==> src/rtl/dbt_pkg.sv <==
package dbt_pkg;

  // Operation codes seen on cmd_op
  typedef enum logic [2:0] {
    OP_NOP = 3'd0,
    OP_ACT = 3'd1,
    OP_RD  = 3'd2,
    OP_WR  = 3'd3,
    OP_PRE = 3'd4,
    OP_REF = 3'd5
  } dbt_op_e;

  // Round a picosecond time up to whole clock cycles
  function automatic int dbt_cycles(input int t_ps, input int clk_ps);
    return (t_ps + clk_ps - 1) / clk_ps;
  endfunction

  function automatic int dbt_max(input int a, input int b);
    return (a > b) ? a : b;
  endfunction

  // Bits needed to hold values 0..v
  function automatic int dbt_width(input int v);
    return (v <= 1) ? 1 : $clog2(v + 1);
  endfunction

endpackage

==> src/rtl/dbt_cdown.sv <==
// Countdown that only ever lengthens: a load keeps the larger of the
// running value and the new one, so independent rules combine safely.
module dbt_cdown #(
  parameter int W = 4
) (
  input  logic         clk,
  input  logic         rst_n,
  input  logic         load,
  input  logic [W-1:0] val,
  output logic         done
);

  logic [W-1:0] cnt_q, cnt_d, cnt_dec;

  always_comb begin
    cnt_dec = (cnt_q == '0) ? '0 : cnt_q - W'(1);
    cnt_d   = cnt_dec;
    if (load && (val > cnt_dec)) begin
      cnt_d = val;
    end
  end

  always_ff @(posedge clk or negedge rst_n) begin
    if (!rst_n) begin
      cnt_q <= '0;
    end else begin
      cnt_q <= cnt_d;
    end
  end

  assign done = (cnt_q == '0);

endmodule

==> src/rtl/dbt_bank.sv <==
// State and timers of one bank: open row plus three countdowns.
module dbt_bank
  import dbt_pkg::*;
#(
  parameter int ROW_W = 16,
  parameter int T_RCD = 11,
  parameter int T_RAS = 33,
  parameter int T_RP  = 11,
  parameter int T_RC  = 44
) (
  input  logic             clk,
  input  logic             rst_n,
  input  logic             do_act,
  input  logic             do_pre,
  input  logic [ROW_W-1:0] row_in,
  output logic             open_o,
  output logic [ROW_W-1:0] row_o,
  output logic             act_rdy,
  output logic             rw_rdy,
  output logic             pre_rdy
);

  localparam int CW = dbt_width(dbt_max(dbt_max(T_RC, T_RCD), T_RAS));

  logic             open_q, open_d;
  logic [ROW_W-1:0] row_q;
  logic             row_en;
  logic [CW-1:0]    act_val;

  // Next state of the open flag
  always_comb begin
    open_d = open_q;
    if (do_act) begin
      open_d = 1'b1;
    end else if (do_pre) begin
      open_d = 1'b0;
    end
  end

  assign row_en = do_act;

  always_ff @(posedge clk or negedge rst_n) begin
    if (!rst_n) begin
      open_q <= 1'b0;
    end else begin
      open_q <= open_d;
    end
  end

  always_ff @(posedge clk or negedge rst_n) begin
    if (!rst_n) begin
      row_q <= '0;
    end else if (row_en) begin
      row_q <= row_in;
    end
  end

  // Activate gate: row cycle after an activate, precharge time after a precharge
  assign act_val = do_act ? CW'(T_RC - 1) : CW'(T_RP - 1);

  dbt_cdown #(.W(CW)) u_act_gate (
    .clk  (clk),
    .rst_n(rst_n),
    .load (do_act | do_pre),
    .val  (act_val),
    .done (act_rdy)
  );

  dbt_cdown #(.W(CW)) u_col_gate (
    .clk  (clk),
    .rst_n(rst_n),
    .load (do_act),
    .val  (CW'(T_RCD - 1)),
    .done (rw_rdy)
  );

  dbt_cdown #(.W(CW)) u_pre_gate (
    .clk  (clk),
    .rst_n(rst_n),
    .load (do_act),
    .val  (CW'(T_RAS - 1)),
    .done (pre_rdy)
  );

  assign open_o = open_q;
  assign row_o  = row_q;

endmodule

==> src/rtl/dbt_bus.sv <==
// Shared data bus: column spacing, direction turnaround, read data window.
module dbt_bus
  import dbt_pkg::*;
#(
  parameter int T_CL    = 11,
  parameter int T_BURST = 4,
  parameter int T_WTR   = 6
) (
  input  logic clk,
  input  logic rst_n,
  input  logic do_rd,
  input  logic do_wr,
  output logic rd_rdy,
  output logic wr_rdy,
  output logic rdata_vld
);

  localparam int TW = dbt_width(T_BURST + T_WTR);
  localparam int BW = dbt_width(T_BURST);
  localparam int TA = T_BURST + T_WTR;

  logic [TW-1:0]   rd_val, wr_val;
  logic [T_CL-1:0] pipe_q, pipe_d;
  logic            pipe_top;
  logic            burst_done;

  // Same direction waits one burst, the other direction also the turnaround
  assign rd_val = do_rd ? TW'(T_BURST - 1) : TW'(TA - 1);
  assign wr_val = do_wr ? TW'(T_BURST - 1) : TW'(TA - 1);

  dbt_cdown #(.W(TW)) u_rd_gate (
    .clk  (clk),
    .rst_n(rst_n),
    .load (do_rd | do_wr),
    .val  (rd_val),
    .done (rd_rdy)
  );

  dbt_cdown #(.W(TW)) u_wr_gate (
    .clk  (clk),
    .rst_n(rst_n),
    .load (do_rd | do_wr),
    .val  (wr_val),
    .done (wr_rdy)
  );

  // Read latency line: a read enters at the bottom, reaches the top after T_CL
  assign pipe_d   = (pipe_q << 1) | T_CL'(do_rd);
  assign pipe_top = pipe_q[T_CL-1];

  always_ff @(posedge clk or negedge rst_n) begin
    if (!rst_n) begin
      pipe_q <= '0;
    end else begin
      pipe_q <= pipe_d;
    end
  end

  // Remainder of the burst after its first data cycle
  dbt_cdown #(.W(BW)) u_burst (
    .clk  (clk),
    .rst_n(rst_n),
    .load (pipe_top),
    .val  (BW'(T_BURST - 1)),
    .done (burst_done)
  );

  assign rdata_vld = pipe_top | ~burst_done;

endmodule

==> src/rtl/dbt_rank.sv <==
// Refresh interval counter and refresh-cycle blocking for one rank.
module dbt_rank
  import dbt_pkg::*;
#(
  parameter int T_REFI = 6240,
  parameter int T_RFC  = 240
) (
  input  logic clk,
  input  logic rst_n,
  input  logic do_ref,
  output logic due_o,
  output logic busy_o
);

  localparam int IW = dbt_width(T_REFI);
  localparam int FW = dbt_width(T_RFC);

  logic [IW-1:0] ivl_q, ivl_d;
  logic          ivl_full;
  logic          rfc_done;

  assign ivl_full = (ivl_q == IW'(T_REFI));

  // Saturating interval counter, cleared by a refresh
  always_comb begin
    ivl_d = ivl_q;
    if (do_ref) begin
      ivl_d = '0;
    end else if (!ivl_full) begin
      ivl_d = ivl_q + IW'(1);
    end
  end

  always_ff @(posedge clk or negedge rst_n) begin
    if (!rst_n) begin
      ivl_q <= '0;
    end else begin
      ivl_q <= ivl_d;
    end
  end

  dbt_cdown #(.W(FW)) u_rfc (
    .clk  (clk),
    .rst_n(rst_n),
    .load (do_ref),
    .val  (FW'(T_RFC - 1)),
    .done (rfc_done)
  );

  assign due_o  = ivl_full;
  assign busy_o = ~rfc_done;

endmodule

==> src/rtl/dram_bank_timer.sv <==
// Legality tracker for DRAM commands over NUM_RANKS x NUM_BANKS banks.
// NUM_RANKS and NUM_BANKS are powers of two, at least 2.
module dram_bank_timer
  import dbt_pkg::*;
#(
  parameter int NUM_RANKS  = 2,
  parameter int NUM_BANKS  = 8,
  parameter int ROW_W      = 16,
  parameter int CLK_PS     = 1250,
  parameter int TRCD_PS    = 13750,
  parameter int TCL_PS     = 13750,
  parameter int TRP_PS     = 13750,
  parameter int TBURST_PS  = 5000,
  parameter int TWTR_PS    = 7500,
  parameter int TRFC_PS    = 300000,
  parameter int TREFI_PS   = 7800000,
  parameter int RANK_W     = $clog2(NUM_RANKS),
  parameter int BANK_W     = $clog2(NUM_BANKS)
) (
  input  logic                 clk,
  input  logic                 rst_n,
  input  logic                 cmd_valid,
  input  logic [2:0]           cmd_op,
  input  logic [RANK_W-1:0]    cmd_rank,
  input  logic [BANK_W-1:0]    cmd_bank,
  input  logic [ROW_W-1:0]     cmd_row,
  output logic                 act_ok,
  output logic                 rd_ok,
  output logic                 wr_ok,
  output logic                 pre_ok,
  output logic                 ref_ok,
  output logic                 rdata_valid,
  output logic [NUM_RANKS-1:0] refresh_due,
  output logic                 err_flag
);

  // Cycle counts rounded up at elaboration
  localparam int T_RCD   = dbt_cycles(TRCD_PS, CLK_PS);
  localparam int T_CL    = dbt_cycles(TCL_PS, CLK_PS);
  localparam int T_RP    = dbt_cycles(TRP_PS, CLK_PS);
  localparam int T_BURST = dbt_cycles(TBURST_PS, CLK_PS);
  localparam int T_WTR   = dbt_cycles(TWTR_PS, CLK_PS);
  localparam int T_RFC   = dbt_cycles(TRFC_PS, CLK_PS);
  localparam int T_REFI  = dbt_cycles(TREFI_PS, CLK_PS);
  localparam int T_RAS   = 3 * T_RP;
  localparam int T_RC    = 4 * T_RP;

  logic             bank_open [NUM_RANKS][NUM_BANKS];
  logic [ROW_W-1:0] bank_row  [NUM_RANKS][NUM_BANKS];
  logic             act_rdy   [NUM_RANKS][NUM_BANKS];
  logic             rw_rdy    [NUM_RANKS][NUM_BANKS];
  logic             pre_rdy   [NUM_RANKS][NUM_BANKS];

  logic [NUM_RANKS-1:0] rank_busy;
  logic [NUM_RANKS-1:0] rank_idle;

  logic             sel_open, sel_act, sel_rw, sel_pre, row_hit;
  logic             rank_free, sel_due, sel_idle;
  logic             bus_rd_rdy, bus_wr_rdy;
  logic             fire_act, fire_rd, fire_wr, fire_pre, fire_ref;
  logic             bad_cmd;
  logic             err_q, err_d, err_en;

  // Selected bank and rank view
  assign sel_open  = bank_open[cmd_rank][cmd_bank];
  assign sel_act   = act_rdy[cmd_rank][cmd_bank];
  assign sel_rw    = rw_rdy[cmd_rank][cmd_bank];
  assign sel_pre   = pre_rdy[cmd_rank][cmd_bank];
  assign row_hit   = (bank_row[cmd_rank][cmd_bank] == cmd_row);
  assign rank_free = ~rank_busy[cmd_rank];
  assign sel_due   = refresh_due[cmd_rank];
  assign sel_idle  = rank_idle[cmd_rank];

  // Legality flags
  assign act_ok = rank_free & ~sel_due & ~sel_open & sel_act;
  assign rd_ok  = rank_free & sel_open & row_hit & sel_rw & bus_rd_rdy;
  assign wr_ok  = rank_free & sel_open & row_hit & sel_rw & bus_wr_rdy;
  assign pre_ok = rank_free & sel_open & sel_pre;
  assign ref_ok = rank_free & sel_idle;

  assign fire_act = cmd_valid & (cmd_op == OP_ACT) & act_ok;
  assign fire_rd  = cmd_valid & (cmd_op == OP_RD)  & rd_ok;
  assign fire_wr  = cmd_valid & (cmd_op == OP_WR)  & wr_ok;
  assign fire_pre = cmd_valid & (cmd_op == OP_PRE) & pre_ok;
  assign fire_ref = cmd_valid & (cmd_op == OP_REF) & ref_ok;

  always_comb begin
    bad_cmd = 1'b0;
    if (cmd_valid) begin
      case (cmd_op)
        OP_NOP:  bad_cmd = 1'b0;
        OP_ACT:  bad_cmd = ~act_ok;
        OP_RD:   bad_cmd = ~rd_ok;
        OP_WR:   bad_cmd = ~wr_ok;
        OP_PRE:  bad_cmd = ~pre_ok;
        OP_REF:  bad_cmd = ~ref_ok;
        default: bad_cmd = 1'b1;
      endcase
    end
  end

  // A rank may refresh once all its banks are closed and precharged
  always_comb begin
    for (int r = 0; r < NUM_RANKS; r++) begin
      rank_idle[r] = 1'b1;
      for (int b = 0; b < NUM_BANKS; b++) begin
        if (bank_open[r][b] || !act_rdy[r][b]) begin
          rank_idle[r] = 1'b0;
        end
      end
    end
  end

  // Bank array and per-rank refresh
  for (genvar gr = 0; gr < NUM_RANKS; gr++) begin : g_rank
    logic rank_hit;
    assign rank_hit = (cmd_rank == RANK_W'(gr));

    dbt_rank #(
      .T_REFI(T_REFI),
      .T_RFC (T_RFC)
    ) u_rank (
      .clk   (clk),
      .rst_n (rst_n),
      .do_ref(fire_ref & rank_hit),
      .due_o (refresh_due[gr]),
      .busy_o(rank_busy[gr])
    );

    for (genvar gb = 0; gb < NUM_BANKS; gb++) begin : g_bank
      logic bank_hit;
      assign bank_hit = rank_hit & (cmd_bank == BANK_W'(gb));

      dbt_bank #(
        .ROW_W(ROW_W),
        .T_RCD(T_RCD),
        .T_RAS(T_RAS),
        .T_RP (T_RP),
        .T_RC (T_RC)
      ) u_bank (
        .clk    (clk),
        .rst_n  (rst_n),
        .do_act (fire_act & bank_hit),
        .do_pre (fire_pre & bank_hit),
        .row_in (cmd_row),
        .open_o (bank_open[gr][gb]),
        .row_o  (bank_row[gr][gb]),
        .act_rdy(act_rdy[gr][gb]),
        .rw_rdy (rw_rdy[gr][gb]),
        .pre_rdy(pre_rdy[gr][gb])
      );
    end
  end

  dbt_bus #(
    .T_CL   (T_CL),
    .T_BURST(T_BURST),
    .T_WTR  (T_WTR)
  ) u_bus (
    .clk      (clk),
    .rst_n    (rst_n),
    .do_rd    (fire_rd),
    .do_wr    (fire_wr),
    .rd_rdy   (bus_rd_rdy),
    .wr_rdy   (bus_wr_rdy),
    .rdata_vld(rdata_valid)
  );

  // Sticky error flag
  assign err_en = bad_cmd;
  assign err_d  = 1'b1;

  always_ff @(posedge clk or negedge rst_n) begin
    if (!rst_n) begin
      err_q <= 1'b0;
    end else if (err_en) begin
      err_q <= err_d;
    end
  end

  assign err_flag = err_q;

endmodule

==> config.mk <==
export PLATFORM = sky130hd
export DESIGN_NAME = dram_bank_timer
export DESIGN_NICKNAME = d
export VERILOG_FILES = /design/src/rtl/dbt_pkg.sv /design/src/rtl/dbt_cdown.sv /design/src/rtl/dbt_bank.sv /design/src/rtl/dbt_bus.sv /design/src/rtl/dbt_rank.sv /design/src/rtl/dram_bank_timer.sv
export SDC_FILE = /design/constraint.sdc
export NUM_CORES = 1
export LEC_CHECK = 0
export BUFFER_PORTS_ARGS = -buffer_cell sky130_fd_sc_hd__buf_2
export CAP_MARGIN = 20
export CORE_ASPECT_RATIO = 2
export CORE_UTILIZATION = 58
export DETAILED_ROUTE_END_ITERATION = 12
export PLACE_DENSITY = 0.72
export SYNTH_ARGS = -nofsm -noshare
export SYNTH_HDL_FRONTEND = slang
export SYNTH_HIERARCHICAL = 1
export SYNTH_SLANG_ARGS = --single-unit
==> constraint.sdc <==
create_clock -name clk -period 11.6 [get_ports clk]
set_input_delay 1.16 -clock clk [delete_from_list [all_inputs] [get_ports clk]]
set_output_delay 1.16 -clock clk [all_outputs]
set_load 0.01 [all_outputs]
==> summary.md <==
| Metric | Value |
|---|---|
| Most frequent CP cell | `buf_4` |
| Utilization after layout | `65.33%` |
| Placement Cell Area | `0.04749 mm2` |
| Post-DR wirelength/cell | `17.01 um` |
| First-pass GRT wire length | `157600 um` |
| Number of synthesized flops with an enable pin | `0` |
| Max clock buf depth | `3` |
| Final hold vios | `0` |
| Clk sinks | `approximately 630` |
| Synth warnings | `6` |
| Vias per Instance | `about 5.3` |
| Max-cap violation count | `0` |
| Logic pwr share | `between 30% and 40%` |
| Post-synthesis cell type count | `between 80 and 90` |
| Top cell type's share of synthesized area | `35.22%` |
| Main synth FF type | `dfrtp_1` |
| Ports | `35` |
| WS Path Type | `input port to primary output` |
| Area contributors post-synth | `dfrtp_1 (35%), ha_1 (12%), mux2i_1 (7.8%), mux2_4 (6.1%), inv_1 (4.6%)` |
| Post-synth top cells | `dfrtp_1 (625), inv_1 (542), ha_1 (419), mux2i_1 (347), mux2_4 (180)` |
| Status | `complete, no violations` |
| Async SR Flop Fraction | `100.0%` |
| Worst hold margin | `around 340 ps` |
| Clock insertion delay at the later pin of the skew report | `approximately 670 ps` |
| RSZ-0062 raised after global routing | `no` |
| Startpoint Class | `input port` |
| Share of cells above drive strength 1 | `19.30%` |
| Mapped Area | `0.04441 mm2` |
| Switching portion of total power | `34.57%` |
| Number of global-route vias before repair | `between 30000 and 40000` |
| Critical path required time | `between 10000 and 15000 ps` |
| Syn Area/Cell | `11.20 um2` |
| Seq/Total Area, Yosys | `between 30% and 40%` |
| Cell Rows | `~140` |
| Via count | `29760` |
| Synth-to-Final Area Change | `11.61%` |
| Total clock buffers created by CTS | `60` |
| Internal Power | `0.004736 W` |
| Critical-path cell list | `buf_4 -> buf_4 -> mux2_1 -> a221o_1 -> a21oi_1 -> o21ai_1 -> xor2_1 -> a211oi_1 -> and3_1 -> and2_1 -> buf_2` |
| Die Width | `197.7 um` |
| Hold Buf Count CTS | `0` |
| Initial Util | `58.53%` |
| Worst Setup End Kind | `primary output` |
| Fin crit share | `52.19%` |
| Area leader, netlist | `dfrtp_1` |
| Final wirelength | `95460 um` |
| Max stage delay on crit path | `between 600 and 700 ps` |
| Largest net degree at the start of global routing | `between 150 and 200` |
| Postcts setup bufs | `0` |
| Cells after Synth | `3965` |
| H-tree depth | `2` |
| Slew @ Worst Pin | `1075 ps` |
| Worst min path class | `flop to flop` |
| TNS Setup | `0 ps` |
| IO buf count | `34` |
| Post-Layout Inst Area | `0.04956 mm2` |
| Worst-path clk slew | `70 ps` |
| Initial antenna violation count | `2` |
| Slowest cell on crit path | `buf_4` |
| Starting DRT DRC Count | `roughly 950` |
| Count leader, synth | `dfrtp_1` |
| Total die area | `0.07774 mm2` |
| Flops & latches, synth | `625` |
| Total GRT Usage | `25.45%` |
| Nets | `4992` |
| Cells resized by post-CTS repair | `0` |
| Pwr dens | `146.0 mW/mm2` |
| Pre-antenna DRT Iters | `5` |
| Clock root buffer | `clkbuf_16` |
| Core ar. | `0.07586 mm2` |
| Total net switching power | `between 0.002 and 0.003 W` |
| Setup Viol. Count Final | `0` |
| Critical Path AT | `approximately 4900 ps` |
| Peak VDD IR | `0.1596 mV` |
| Tmin final | `between 6000 and 7000 ps` |
| Dpl hpwl | `between 70000 and 80000 um` |
| GRT Residual Overflow | `0` |
| Slew Viols, Final | `0` |
| Clock share of power | `28.9%` |
| Maximum net fanout on the critical path | `46` |
| Residual DRC | `0` |
| Seq pwr share | `40.2%` |
| TritonCTS clock tree | `done` |
| Fmax | `165.2 MHz` |
| Max-slew headroom | `roughly 28%` |
| Die height | `~390 um` |
| Routability cong. | `0.8747` |
| Final ANT Viol Nets | `0` |
| Leak Pwr | `about 23 nW` |
| Setup Skew | `41.57 ps` |
-- critical path, delay by kind of cell --
kind,cells,cell delay [ps]
mux,1,410
buf+inv,3,1410
simple gates,2,460
xor+xnor,1,150
compound gates,4,1200
-- registers in the layout, indices dropped and copies added (netlist names), 11 cells and up --
signal / cells
g_rank.u_rank/u_rfc/cnt_q: 16
g_rank.u_rank/ivl_q: 26
u_bus/pipe_q: 11
g_rank.g_bank.u_bank/open_o: 16
g_rank.g_bank.u_bank/u_col_gate/cnt_q: 96
g_rank.g_bank.u_bank/row_o: 256
g_rank.g_bank.u_bank/u_pre_gate/cnt_q: 96
g_rank.g_bank.u_bank/u_act_gate/cnt_q: 96
-- power by group through the flow --
stage / Combinational [W] / Sequential [W] / Clock (W)
3_3_place_gp: 0.00214 / 0.00294 / 0
6_report: 0.00224 / 0.00291 / 0.00209
5_1_grt: 0.00258 / 0.00297 / 0.00222
2_1_floorplan: 0.00177 / 0.00287 / 0
3_5_place_dp: 0.00222 / 0.00295 / 0
4_1_cts: 0.00225 / 0.00291 / 0.00214
-- worst paths after layout --
check | from | to | slack (ps) | cells after the start
max | cmd_rank | rd_ok | 5550 | 11
min | u_bus/pipe_q[6] | u_bus/pipe_q[7] | 340 | 0
max reg2reg | g_rank[1].u_rank/u_rfc/cnt_q[0] | g_rank[1].g_bank[7].u_bank/u_act_gate/cnt_q[0] | 5980 | 17
min reg2reg | u_bus/pipe_q[6] | u_bus/pipe_q[7] | 340 | 0
max in group asynchronous | rst_n | g_rank[1].g_bank[3].u_bank/u_pre_gate/cnt_q[4] | 8710 | 3
min in group asynchronous | rst_n | g_rank[0].g_bank[1].u_bank/u_col_gate/cnt_q[4] | 490 | 1
-- cell families after synthesis --
logic type / synth area share [%]
multiplexers: 20.98
AO/OA/AOI/OAI: 8.504
other: 0.3212
buffers and inverters: 6.624
XOR/XNOR: 2.465
flip-flops: 35.22
adder cells (fa/ha/maj): 11.81
AND/OR/NAND/NOR: 14.07
-- stage by stage --
step	setup WS, ps	power [W]	instances
floorplan	6813	0.004636	4485
global placement	5303	0.005075	5500
detailed placement	5115	0.005177	5500
CTS	5476	0.007303	5611
global route	5313	0.007766	5612
finish	5546	0.007238	5612
-- per-layer routing --
metal	wire, um	track usage, %	part of all wire (%)
met3	2906	3.032	3.0
met2	53530	50.06	56
met1	34420	25.94	36
met4	4594	11.84	4.8
met5	10	0	0.010
-- cells in the final DEF, fill, tap and decap left out, drive strengths merged, types with 50 or more instances in the layout --
cell type / netlist / final
dfrtp: 625 / 625
conb: 38 / 558
inv: 544 / 547
ha: 419 / 419
mux2i: 347 / 347
mux2: 322 / 322
a21oi: 131 / 131
nor2: 124 / 124
or2: 121 / 121
nand3: 118 / 118
xor2: 113 / 113
nand2b: 108 / 108
clkbuf: 13 / 75
buf: 57 / 70
mux4: 68 / 68
clkinv: 47 / 65
nor3: 64 / 64
a21o: 64 / 64
nor2b: 63 / 63
or3: 60 / 60
o21ai: 60 / 60
nor4: 56 / 56
nor3b: 53 / 53
o21a: 50 / 50
-- cell type report --
type | count | area (um2)
tap | 1015 | 1270
multi-input combinational | 3199 | 27900
clock inverter | 36 | 419.2
sequential | 625 | 15640
antenna | 1 | 2.502
fill | 6187 | 26300
inverter | 591 | 2218
clock buffer | 75 | 1648
timing repair buffer | 70 | 467.9
Power figures use the tool's default switching activity.
